===== config.mk =====
export PLATFORM = sky130hd
export DESIGN_NAME = spec_load_rq
export DESIGN_NICKNAME = d
export VERILOG_FILES = /design/src/rtl/spec_load_rq_pkg.sv /design/src/rtl/slrq_ptrs.sv /design/src/rtl/slrq_entry.sv /design/src/rtl/slrq_retire.sv /design/src/rtl/spec_load_rq.sv
export SDC_FILE = /design/constraint.sdc
export NUM_CORES = 2
export LEC_CHECK = 0
export BUFFER_PORTS_ARGS = -buffer_cell sky130_fd_sc_hd__buf_2
export CORE_MARGIN = 10
export CORE_UTILIZATION = 60
export DETAILED_ROUTE_END_ITERATION = 8
export GPL_ROUTABILITY_DRIVEN = 1
export HOLD_SLACK_MARGIN = 0.02
export PLACE_DENSITY = 0.74
export RECOVER_POWER = 50
export SLEW_MARGIN = 20
export SYNTH_ARGS = -nofsm -noshare
export SYNTH_HDL_FRONTEND = slang
export SYNTH_SLANG_ARGS = --single-unit

===== constraint.sdc =====
create_clock -name clk -period 8.9 [get_ports clk]
set_input_delay 0.89 -clock clk [delete_from_list [all_inputs] [get_ports clk]]
set_output_delay 0.89 -clock clk [all_outputs]
set_load 0.005 [all_outputs]

===== src/rtl/spec_load_rq_pkg.sv =====
package spec_load_rq_pkg;

    typedef enum logic [1:0] {
        SZ_BYTE  = 2'd0,
        SZ_HALF  = 2'd1,
        SZ_WORD  = 2'd2,
        SZ_DWORD = 2'd3
    } acc_size_e;

    localparam int unsigned MAX_ADDR_W = 64;

    // Naturally aligned regions intersect when both addresses agree above
    // the larger of the two access sizes.
    function automatic logic regions_overlap(
        input logic [MAX_ADDR_W-1:0] a_addr,
        input logic [1:0]            a_size,
        input logic [MAX_ADDR_W-1:0] b_addr,
        input logic [1:0]            b_size
    );
        logic [1:0]            big;
        logic [MAX_ADDR_W-1:0] keep;
        big  = (a_size > b_size) ? a_size : b_size;
        keep = ~((MAX_ADDR_W'(1) << big) - MAX_ADDR_W'(1));
        return (a_addr & keep) == (b_addr & keep);
    endfunction

    // Distance of a slot from the head in a circular queue of any depth.
    function automatic int unsigned slot_age(
        input int unsigned slot,
        input int unsigned head,
        input int unsigned depth
    );
        return (slot >= head) ? (slot - head) : (slot + depth - head);
    endfunction

    typedef enum logic [1:0] {
        HEAD_IDLE   = 2'd0,
        HEAD_RETIRE = 2'd1,
        HEAD_REPLAY = 2'd2
    } head_action_e;

endpackage


===== src/rtl/slrq_ptrs.sv =====
module slrq_ptrs #(
    parameter int unsigned DEPTH = 16,
    localparam int unsigned IDX_W = $clog2(DEPTH),
    localparam int unsigned CNT_W = $clog2(DEPTH + 1)
) (
    input  logic             clk,
    input  logic             rst,
    input  logic             push,
    input  logic             pop,
    input  logic             flush,
    output logic [IDX_W-1:0] head,
    output logic [IDX_W-1:0] tail,
    output logic             full
);
    localparam logic [IDX_W-1:0] LAST = IDX_W'(DEPTH - 1);

    logic [CNT_W-1:0] count;

    function automatic logic [IDX_W-1:0] step(input logic [IDX_W-1:0] p);
        return (p == LAST) ? '0 : p + 1'b1;
    endfunction

    assign full = (count == CNT_W'(DEPTH));

    always_ff @(posedge clk) begin
        if (rst) begin
            head  <= '0;
            tail  <= '0;
            count <= '0;
        end else if (flush) begin
            tail  <= head;
            count <= '0;
        end else begin
            if (pop)  head <= step(head);
            if (push) tail <= step(tail);
            case ({push, pop})
                2'b10:   count <= count + 1'b1;
                2'b01:   count <= count - 1'b1;
                default: count <= count;
            endcase
        end
    end
endmodule


===== src/rtl/slrq_entry.sv =====
module slrq_entry
    import spec_load_rq_pkg::*;
#(
    parameter int unsigned DEPTH     = 16,
    parameter int unsigned ADDR_W    = 32,
    parameter int unsigned PC_W      = 32,
    parameter int unsigned LINE_BITS = 6,
    parameter int unsigned MY_SLOT   = 0,
    localparam int unsigned IDX_W    = $clog2(DEPTH),
    localparam int unsigned LINE_W   = ADDR_W - LINE_BITS
) (
    input  logic              clk,
    input  logic              rst,
    input  logic              alloc_en,
    input  logic [PC_W-1:0]   alloc_pc,
    input  logic              done_en,
    input  logic [ADDR_W-1:0] done_addr,
    input  logic [1:0]        done_size,
    input  logic              clear_en,
    input  logic [IDX_W-1:0]  head_idx,
    input  logic              st_valid,
    input  logic [ADDR_W-1:0] st_addr,
    input  logic [1:0]        st_size,
    input  logic [IDX_W-1:0]  st_bound,
    input  logic              snp_valid,
    input  logic [LINE_W-1:0] snp_line,
    output logic              busy,
    output logic              done,
    output logic              intact,
    output logic              kill,
    output logic [PC_W-1:0]   pc
);
    typedef struct packed {
        logic              busy;
        logic              done;
        logic              intact;
        logic [PC_W-1:0]   pc;
        logic [ADDR_W-1:0] addr;
        logic [1:0]        size;
    } marker_t;

    marker_t m;
    logic    younger_than_store;
    logic    st_hit;
    logic    snp_hit;

    always_comb begin
        younger_than_store = slot_age(MY_SLOT, 32'(head_idx), DEPTH)
                             >= slot_age(32'(st_bound), 32'(head_idx), DEPTH);
        st_hit  = st_valid && younger_than_store &&
                  regions_overlap(MAX_ADDR_W'(m.addr), m.size,
                                  MAX_ADDR_W'(st_addr), st_size);
        snp_hit = snp_valid && (m.addr[ADDR_W-1:LINE_BITS] == snp_line);
        kill    = m.busy && m.done && (st_hit || snp_hit);
    end

    always_ff @(posedge clk) begin
        if (rst || clear_en) begin
            m <= '0;
        end else if (alloc_en) begin
            m.busy   <= 1'b1;
            m.done   <= 1'b0;
            m.intact <= 1'b1;
            m.pc     <= alloc_pc;
            m.addr   <= '0;
            m.size   <= '0;
        end else begin
            if (done_en) begin
                m.done <= 1'b1;
                m.addr <= done_addr;
                m.size <= done_size;
            end
            // validity can only fall; nothing restores it
            if (kill) m.intact <= 1'b0;
        end
    end

    assign busy   = m.busy;
    assign done   = m.done;
    assign intact = m.intact;
    assign pc     = m.pc;
endmodule


===== src/rtl/slrq_retire.sv =====
module slrq_retire
    import spec_load_rq_pkg::*;
#(
    parameter int unsigned PC_W = 32
) (
    input  logic            clk,
    input  logic            rst,
    input  logic            head_busy,
    input  logic            head_done,
    input  logic            head_intact,
    input  logic            head_kill,
    input  logic [PC_W-1:0] head_pc,
    output logic            pop,
    output logic            flush,
    output logic            ret_ok,
    output logic            ret_replay,
    output logic [PC_W-1:0] ret_pc,
    output logic            viol_valid,
    output logic [PC_W-1:0] viol_pc
);
    head_action_e act;

    always_comb begin
        act = HEAD_IDLE;
        if (head_busy && head_done)
            act = (head_intact && !head_kill) ? HEAD_RETIRE : HEAD_REPLAY;
    end

    assign pop   = (act == HEAD_RETIRE);
    assign flush = (act == HEAD_REPLAY);

    always_ff @(posedge clk) begin
        if (rst) begin
            ret_ok     <= 1'b0;
            ret_replay <= 1'b0;
            ret_pc     <= '0;
            viol_valid <= 1'b0;
            viol_pc    <= '0;
        end else begin
            ret_ok     <= pop;
            ret_replay <= flush;
            viol_valid <= flush;
            if (act != HEAD_IDLE) ret_pc  <= head_pc;
            if (flush)            viol_pc <= head_pc;
        end
    end
endmodule


===== src/rtl/spec_load_rq.sv =====
module spec_load_rq
    import spec_load_rq_pkg::*;
#(
    parameter int unsigned DEPTH     = 16,
    parameter int unsigned ADDR_W    = 32,
    parameter int unsigned PC_W      = 32,
    parameter int unsigned LINE_BITS = 6,
    localparam int unsigned IDX_W    = $clog2(DEPTH),
    localparam int unsigned LINE_W   = ADDR_W - LINE_BITS
) (
    input  logic              clk,
    input  logic              rst,
    input  logic              alloc_valid,
    input  logic [PC_W-1:0]   alloc_pc,
    output logic              alloc_ready,
    output logic [IDX_W-1:0]  alloc_idx,
    input  logic              done_valid,
    input  logic [IDX_W-1:0]  done_idx,
    input  logic [ADDR_W-1:0] done_addr,
    input  logic [1:0]        done_size,
    input  logic              st_valid,
    input  logic [ADDR_W-1:0] st_addr,
    input  logic [1:0]        st_size,
    input  logic [IDX_W-1:0]  st_bound,
    input  logic              snp_valid,
    input  logic [LINE_W-1:0] snp_line,
    output logic              ret_ok,
    output logic              ret_replay,
    output logic [PC_W-1:0]   ret_pc,
    output logic              viol_valid,
    output logic [PC_W-1:0]   viol_pc
);
    logic [IDX_W-1:0] head;
    logic [IDX_W-1:0] tail;
    logic             full;
    logic             push;
    logic             pop;
    logic             flush;

    logic [DEPTH-1:0] e_busy;
    logic [DEPTH-1:0] e_done;
    logic [DEPTH-1:0] e_intact;
    logic [DEPTH-1:0] e_kill;
    logic [PC_W-1:0]  e_pc [DEPTH];

    assign alloc_ready = !full && !flush;
    assign push        = alloc_valid && alloc_ready;
    assign alloc_idx   = tail;

    slrq_ptrs #(.DEPTH(DEPTH)) u_ptrs (
        .clk   (clk),
        .rst   (rst),
        .push  (push),
        .pop   (pop),
        .flush (flush),
        .head  (head),
        .tail  (tail),
        .full  (full)
    );

    for (genvar g = 0; g < DEPTH; g++) begin : g_slot
        logic alloc_here;
        logic done_here;
        logic clear_here;
        assign alloc_here = push && (tail == IDX_W'(g));
        assign done_here  = done_valid && (done_idx == IDX_W'(g));
        assign clear_here = flush || (pop && (head == IDX_W'(g)));

        slrq_entry #(
            .DEPTH     (DEPTH),
            .ADDR_W    (ADDR_W),
            .PC_W      (PC_W),
            .LINE_BITS (LINE_BITS),
            .MY_SLOT   (g)
        ) u_entry (
            .clk       (clk),
            .rst       (rst),
            .alloc_en  (alloc_here),
            .alloc_pc  (alloc_pc),
            .done_en   (done_here),
            .done_addr (done_addr),
            .done_size (done_size),
            .clear_en  (clear_here),
            .head_idx  (head),
            .st_valid  (st_valid),
            .st_addr   (st_addr),
            .st_size   (st_size),
            .st_bound  (st_bound),
            .snp_valid (snp_valid),
            .snp_line  (snp_line),
            .busy      (e_busy[g]),
            .done      (e_done[g]),
            .intact    (e_intact[g]),
            .kill      (e_kill[g]),
            .pc        (e_pc[g])
        );
    end

    slrq_retire #(.PC_W(PC_W)) u_retire (
        .clk         (clk),
        .rst         (rst),
        .head_busy   (e_busy[head]),
        .head_done   (e_done[head]),
        .head_intact (e_intact[head]),
        .head_kill   (e_kill[head]),
        .head_pc     (e_pc[head]),
        .pop         (pop),
        .flush       (flush),
        .ret_ok      (ret_ok),
        .ret_replay  (ret_replay),
        .ret_pc      (ret_pc),
        .viol_valid  (viol_valid),
        .viol_pc     (viol_pc)
    );
endmodule


* After elaboration in Yosys (flattened, before gate mapping)
Cells that the tools add are included.
Operators by class: add/subtract/negate cells 54, order comparisons 50, equal/unequal tests 82, shift-type cells 16, multiplexer cells 82, bitwise logic cells 50, reduce and logical (&&, ||, !) cells 223
Operator list (count):
- 32-bit by 64-bit AND with 64-bit output | 32
- 64-bit == test | 16
- 64-bit inverter | 16
- 1-bit by 2-bit << shifter with 64-bit output, first input constant | 16
- 64-bit by 2-bit subtractor with 64-bit output, second input constant | 16
- 32-bit 2-to-1 mux | 18
- 32-bit >= comparator | 16
- 26-bit == test | 16
- 1-bit logical AND | 132
- 32-bit binary-select mux with 4-bit select | 1
- 4-bit == test, second input constant | 24
- 5-bit by 4-bit subtractor with 6-bit output, first input constant | 15
- 4-bit by 3-bit == test with 1-bit output, second input constant | 12
- 1-bit logical OR | 48
- 4-bit by 4-bit subtractor with 5-bit output, first input constant | 8
- 2-bit nonzero test | 19
- 1-bit 2-to-1 mux | 36
- 2-bit 2-to-1 mux | 18
- 2-bit OR reduction | 17
- 2-bit greater-than comparator | 16
- 32-bit by 4-bit subtractor with 32-bit output | 1
- 4-bit >= comparator, first input constant | 7
- 4-bit by 2-bit == test with 1-bit output, second input constant | 6
- 3-bit by 4-bit subtractor with 5-bit output, first input constant | 4
- other kinds (25) | 47
Word-level totals: register bits 1183, input bits 140, output and inout port bits 72, word-level logic and storage cells 660

* Longest topological paths before layout
word-level depth 22, mapped depth 35, depth with buffers taken out 31

* By module
A second synthesis with hierarchy kept.
Second synthesis, totals: cells, all modules 7265, area, all modules 68979.9 µm²
By module, submodules not included:
- spec_load_rq | times used 1, cells each 382, area each 4613.2 µm², seq. area each 0.0 µm²
- slrq_entry at g_slot[11].u_entry | times used 1, cells each 427, area each 3951.3 µm², seq. area each 1381.3 µm²
- slrq_entry at g_slot[4].u_entry | times used 1, cells each 420, area each 3905.0 µm², seq. area each 1381.3 µm²
- slrq_entry at g_slot[10].u_entry | times used 1, cells each 420, area each 3898.7 µm², seq. area each 1381.3 µm²
- slrq_entry at g_slot[7].u_entry | times used 1, cells each 413, area each 3834.9 µm², seq. area each 1381.3 µm²
- slrq_entry at g_slot[13].u_entry | times used 1, cells each 403, area each 3813.7 µm², seq. area each 1381.3 µm²
- slrq_entry at g_slot[14].u_entry | times used 1, cells each 400, area each 3804.9 µm², seq. area each 1381.3 µm²
- slrq_entry at g_slot[6].u_entry | times used 1, cells each 401, area each 3799.9 µm², seq. area each 1381.3 µm²
- slrq_entry at g_slot[2].u_entry | times used 1, cells each 403, area each 3792.4 µm², seq. area each 1381.3 µm²
- slrq_entry at g_slot[5].u_entry | times used 1, cells each 402, area each 3792.4 µm², seq. area each 1381.3 µm²
- slrq_entry at g_slot[8].u_entry | times used 1, cells each 402, area each 3787.4 µm², seq. area each 1381.3 µm²
- slrq_entry at g_slot[12].u_entry | times used 1, cells each 398, area each 3782.4 µm², seq. area each 1381.3 µm²
- slrq_entry at g_slot[0].u_entry | times used 1, cells each 403, area each 3777.4 µm², seq. area each 1381.3 µm²
- slrq_entry at g_slot[15].u_entry | times used 1, cells each 408, area each 3777.4 µm², seq. area each 1381.3 µm²
- 5 more rows

* Worst setup path after synthesis
No wires, ideal clock.
path kind reg-to-reg, start register u_ptrs.head[2], end register u_ptrs.count[4], library setup time 117 ps, data arrival time 6914 ps, data required time 8783 ps, path slack 1868 ps, cell stages (with the launch flop) 35, buffers on the path 5, period minus slack after synthesis 7032 ps, cells stage by stage dfxtp_1 clkinv_1 buf_1 buf_1 ha_1 a21boi_0 o21ai_0 nand2b_1 ha_1 inv_1 ha_1 nor2_1 nor4_1 o2111ai_1 or3_1 o41ai_1 nand3_1 o31a_1 o2111a_1 buf_2 buf_4 a21oi_1 buf_2 nor2_1 nand2_1 ha_1 inv_1 fa_1 inv_1 a21o_1 a21oi_1 xnor2_1 nor2_1 xnor2_1 nor2_1
On the way: longest elaborated chain between the ends 19, elaborated cells on any way between the ends 168, classes of those cells add/sub (33); order compare (32); eq/ne (4); mux (27); reduce/logical (72)
RTL lines:
- start, declared | RTL line slrq_ptrs.sv:11 | output logic [IDX_W-1:0] head,
- start signal, assigned | RTL line slrq_ptrs.sv:34 | if (pop) head <= step(head);
- 32-bit by 4-bit subtractor with 32-bit output (tied with other cells) | RTL line spec_load_rq_pkg.sv:33 | return (slot >= head) ? (slot - head) : (slot + depth - head);
- 32-bit 2-to-1 mux | RTL line spec_load_rq_pkg.sv:33
- 32-bit >= comparator | RTL line slrq_entry.sv:49 | >= slot_age(32'(st_bound), 32'(head_idx), DEPTH);
- 1-bit logical AND (2 in a row) | RTL line slrq_entry.sv:50 | st_hit = st_valid && younger_than_store &&
- 1-bit logical OR | RTL line slrq_entry.sv:54 | kill = m.busy && m.done && (st_hit || snp_hit);
- 1-bit logical AND | RTL line slrq_entry.sv:54
- 1-bit binary-select mux with 4-bit select | RTL line spec_load_rq.sv:105 | .head_kill (e_kill[head]),
- 1-bit 2-to-1 mux (implied by the code) | RTL line spec_load_rq.sv:105
- [3 not listed]
- 2-bit 2-to-1 mux (*) | RTL line slrq_retire.sv:25 | if (head_busy && head_done)
- 2-bit == test (*) | RTL line slrq_retire.sv:30 | assign flush = (act == HEAD_REPLAY);
- 1-bit logical NOT (*) | RTL line spec_load_rq.sv:46 | assign alloc_ready = !full && !flush;
- 1-bit logical AND (*) | RTL line spec_load_rq.sv:46
- named net alloc_ready | RTL line spec_load_rq.sv:15 | output logic alloc_ready,
- 1-bit logical AND (*) | RTL line spec_load_rq.sv:47 | assign push = alloc_valid && alloc_ready;
- 2-bit by 1-bit == test with 1-bit output or 2-bit == test (tied branches) | RTL line slrq_ptrs.sv:36 | case ({push, pop})
- 5-bit one-hot mux with 2 select lines or 2-bit nonzero test (tied branches)
- end signal, assigned | RTL line slrq_ptrs.sv:37 | 2'b10: count <= count + 1'b1;
- end signal, assigned | RTL line slrq_ptrs.sv:38 | 2'b01: count <= count - 1'b1;
- end signal, assigned | RTL line slrq_ptrs.sv:39 | default: count <= count;
- end, declared | RTL line slrq_ptrs.sv:17 | logic [CNT_W-1:0] count;
The timed path passes the listed nets; every way through them passes the cells marked *. The select of a mux whose other input is x is not followed. A chain may end at the register's enable or synchronous reset.

* Final worst setup path
start register u_ptrs.head[1], end output port alloc_ready
On the way: longest elaborated chain between the ends 16, elaborated cells on any way between the ends 161, classes of those cells add/sub (33); order compare (32); eq/ne (1); mux (26); reduce/logical (69)
RTL lines:
- 32-bit by 4-bit subtractor with 32-bit output (tied with other cells) | RTL line spec_load_rq_pkg.sv:33
- 32-bit 2-to-1 mux | RTL line spec_load_rq_pkg.sv:33
- 32-bit >= comparator | RTL line slrq_entry.sv:49
- 1-bit logical AND (2 in a row) | RTL line slrq_entry.sv:50
- 1-bit logical OR | RTL line slrq_entry.sv:54
- 1-bit logical AND | RTL line slrq_entry.sv:54
- 1-bit binary-select mux with 4-bit select | RTL line spec_load_rq.sv:105
- 1-bit 2-to-1 mux (implied by the code) | RTL line spec_load_rq.sv:105
- 1-bit logical NOT | RTL line slrq_retire.sv:26 | act = (head_intact && !head_kill) ? HEAD_RETIRE : HEAD_REPLAY;
- 1-bit logical AND | RTL line slrq_retire.sv:26
- 2-bit 2-to-1 mux | RTL line slrq_retire.sv:26
- 2-bit 2-to-1 mux (*) | RTL line slrq_retire.sv:25
- 2-bit == test (*) | RTL line slrq_retire.sv:30
- 1-bit logical NOT (*) | RTL line spec_load_rq.sv:46
- 1-bit logical AND (*) | RTL line spec_load_rq.sv:46
- end, declared | RTL line spec_load_rq.sv:15
Every way passes the cells marked *; elsewhere a longest branch is shown, timed or not. The select of a mux whose other input is x is not followed.

==> run summary <==
pwr/cell area: 182 nW/µm²
Ys Warns: 0
GR Util met3: 14.8%
Final Core Density: 64.7%
Synth area leader: dfxtp_1
Site Rows: 119
clk root buf: clkbuf_16
fill count: 9047
Hold EP: u_retire.viol_pc[19]
grt ovf: 0
GRT met1 Usage: 48.0%
Detailed Route Iter0 Violations: 9214
worst slew pin tran: 4.05 ns
Post-Syn Area per Cell: 8.40 µm²
#FFs+latches synth: 1183
crit share post-route: 95.9%
Post-CTS Setup Repair Bufs: 0
HPWL Detailed: 154 mm
layout cells sized above 1: 11.4%
most common cell in the netlist: nand2_1
hold_buf cts: 0
Min-Delay Path Class: reg2reg
Period minus WS final: 8.53 ns
leakage: 0.0235 µW
vias in the first global route: 58300
outcome: finished with violations
vias per cell: 6.85
routed wire length: 259 mm
Post-synth EDFFs: 0
area occupied by multi-input gates: 36100 µm²
Worst R2R Path Depth: 20
CP endpoint kind: output pin
Syn Inst Count: 7652
CP Max Fanout: 30
clk slew on worst S/H paths: 0.06 ns
DRC viols: 0
Worst Path Arrival: 7.64 ns
Peak VDD IR: 210 µV
Die Y: 347 µm
Seq/Total Area, Yosys: 36.9%
CP Cell Sequence: inv_2 -> fa_1 -> a21o_1 -> a21oi_1 -> ha_1 -> clkinv_1 -> ha_1 -> o21ai_0 -> a2111oi_0 -> nand3_1 -> nor4_1 -> a41oi_1 -> o31a_1 -> o2111a_1 -> a21oi_1 -> nor2_1 -> buf_2
worst r2r dst: g_slot[6].u_entry.m[9]
final-report setup violation count: 0
Crit Path Category: reg2out
R2R setup slack: 0.37 ns
main area contributors after synthesis: dfxtp_1 (37%), nand3_1 (8.6%), nand2_1 (7.3%), xnor2_1 (7.3%), a21oi_1 (6.8%)
violated checks: capacitance limit, slew limit
worst r2r src: u_ptrs.head[1]
Max Cap Viol: 4
crit path max-delay cell type: clkinv_1
Clock Path Buffers: 3
DRT Pass-1 Iters: 9
Die X: 347 µm
Die Area: 121000 µm²
GRT Overall Usage: 41.0%
ys flop type: dfxtp_1
hold path startpoint: u_retire.viol_pc[19]
WL/cell: 29.1 µm
Mapped Area: 64300 µm²
number of H-tree levels: 4
largest net degree at the start of global routing: 236
GRT busiest layer: met2
post-route ant nets: 0
Min Hold Slack: 0.454 ns
clock sinks: 1183
Clock Latency Late Sink: 0.78 ns
Via Count: 61000
port buffer count: 211
P&R area growth vs syn: 6.66%
GRT met2 Usage: 60.6%
fin. max-slew vios: 161
hold path cells: 2
CTS Buf Count: 131
TritonCTS clock tree: yes
crit path launch type: flop
first-pass GRT wire length: 377 mm
CTS resizes: 0
nets: 7730
core area: 106000 µm²
critical path data required time: 8.01 ns
Top Ports: 212
commonest cells in the netlist: nand2_1 (1257), dfxtp_1 (1183), nand3_1 (1104)
Slew HR: -170%
count of cell types in the netlist: 81
sequential cell area: 23700 µm²
initial antenna violation count: 13
clock skew: 0.0346 ns
TNS Setup: 0 ns
Fmax: 117 MHz
slowest stage delay, CP: 0.86 ns
gpl congestion: 0.982
Synth top area share: 36.9%
final hold vios: 0
ys async rst share: 0%
Initial Util: 60.7%
RSZ-0062 raised after global routing: false
==> where the power goes <==
part           internal (µW)  total [µW]  switching (µW)  leakage, µW
Clock                   3340        5680            2340      0.00218
Combinational            358        1330             976       0.0118
Sequential              5370        5430            64.2      0.00955
==> state kept, by name (all words and copies together), names as in the netlist <==
signal                 count
u_retire.ret_replay        1
g_slot.u_entry.done       16
g_slot.u_entry.pc        512
u_ptrs.tail                4
u_ptrs.count               5
g_slot.u_entry.m         544
u_retire.viol_pc          32
u_retire.ret_ok            1
g_slot.u_entry.intact     16
u_retire.ret_pc           32
u_ptrs.head                4
g_slot.u_entry.busy       16
==> final cells by class <==
cell class	instances	area share, %
timing repair buffer	377	3.21
tap	1391	2.54
sequential	1183	34.6
antenna	7	0.0256
inverter	103	0.566
clock buffer	189	5.63
multi-input combinational	5608	52.6
clock inverter	41	0.825
==> how the worst max path moves through the flow <==
stage	start	slack, ns	to
finish	u_ptrs.head[1]	0.37	alloc_ready
global route	u_ptrs.head[1]	0.21	alloc_ready
CTS	u_ptrs.head[1]	1.09	alloc_ready
detailed placement	st_bound[0]	0.84	g_slot[8].u_entry.pc[11]
global placement	st_bound[0]	0.92	g_slot[8].u_entry.pc[10]
floorplan	u_ptrs.head[2]	1.87	u_ptrs.count[4]
==> placed cells by master, fill, tap and decap left out, types with 8 or more instances in the layout <==
cell type / Yosys / final
a211oi_1: 9 / 9
a21o_1: 28 / 23
a21oi_1: 870 / 1067
a21oi_2: 294 / 97
a31oi_1: 8 / 14
buf_2: 208 / 144
buf_4: 14 / 146
bufinv_16: 0 / 11
clkbuf_1: 408 / 93
clkbuf_16: 0 / 135
clkbuf_2: 0 / 17
clkbuf_8: 0 / 28
clkinv_2: 0 / 15
dfxtp_1: 1183 / 1180
ha_1: 183 / 183
inv_1: 99 / 97
inv_6: 0 / 9
mux2i_1: 43 / 43
mux4_2: 167 / 166
nand2_1: 1257 / 1253
nand2b_1: 15 / 15
nand3_1: 1104 / 1103
nand4_1: 149 / 149
nor2_1: 165 / 137
nor2_2: 0 / 11
nor2_4: 0 / 17
nor3_1: 34 / 30
nor4_1: 118 / 115
o2111ai_1: 10 / 10
o211ai_1: 9 / 9
o21ai_0: 43 / 43
o22ai_1: 13 / 13
o31a_1: 8 / 8
or4_1: 8 / 8
xnor2_1: 533 / 533
xor2_1: 403 / 403
==> worst max-delay path, delay by kind of cell, from the launching register on <==
family,cells,cell delay (ns)
compound gates,8,2.54
fa+ha+maj,3,1.43
buf+inv,3,1.37
flops,1,0.65
simple gates,3,0.85
==> through the flow <==
stage	instances	power (µW)	area (µm²)	worst slack, ns
6_report	8899	12400	68500	0.367
5_1_grt	8894	12700	68500	0.209
4_1_cts	8892	12400	69500	1.09
3_5_place_dp	8662	6820	65100	0.835
3_3_place_gp	8662	6800	65100	0.916
2_1_floorplan	7657	6370	64300	1.87
==> logic make-up after synthesis <==
| kind of cell | count (synthesis) | synth area share, % |
|---|---|---|
| other cells | 1 | 0.00584 |
| compound gates | 1374 | 13.5 |
| mux | 214 | 6.59 |
| fa+ha+maj | 186 | 3.66 |
| simple gates | 2891 | 20.5 |
| xor+xnor | 937 | 12.8 |
| buf+inv | 866 | 6.13 |
| flops | 1183 | 36.9 |
==> metal layers <==
layer | vias up | share of wire [%]
met5 | - | 0.11
met3 | 1603 | 16
met1 | 28400 | 33
li1 | 25800 | -
met2 | 5163 | 42
met4 | 20 | 9.7
Power figures use the tool's default switching activity.
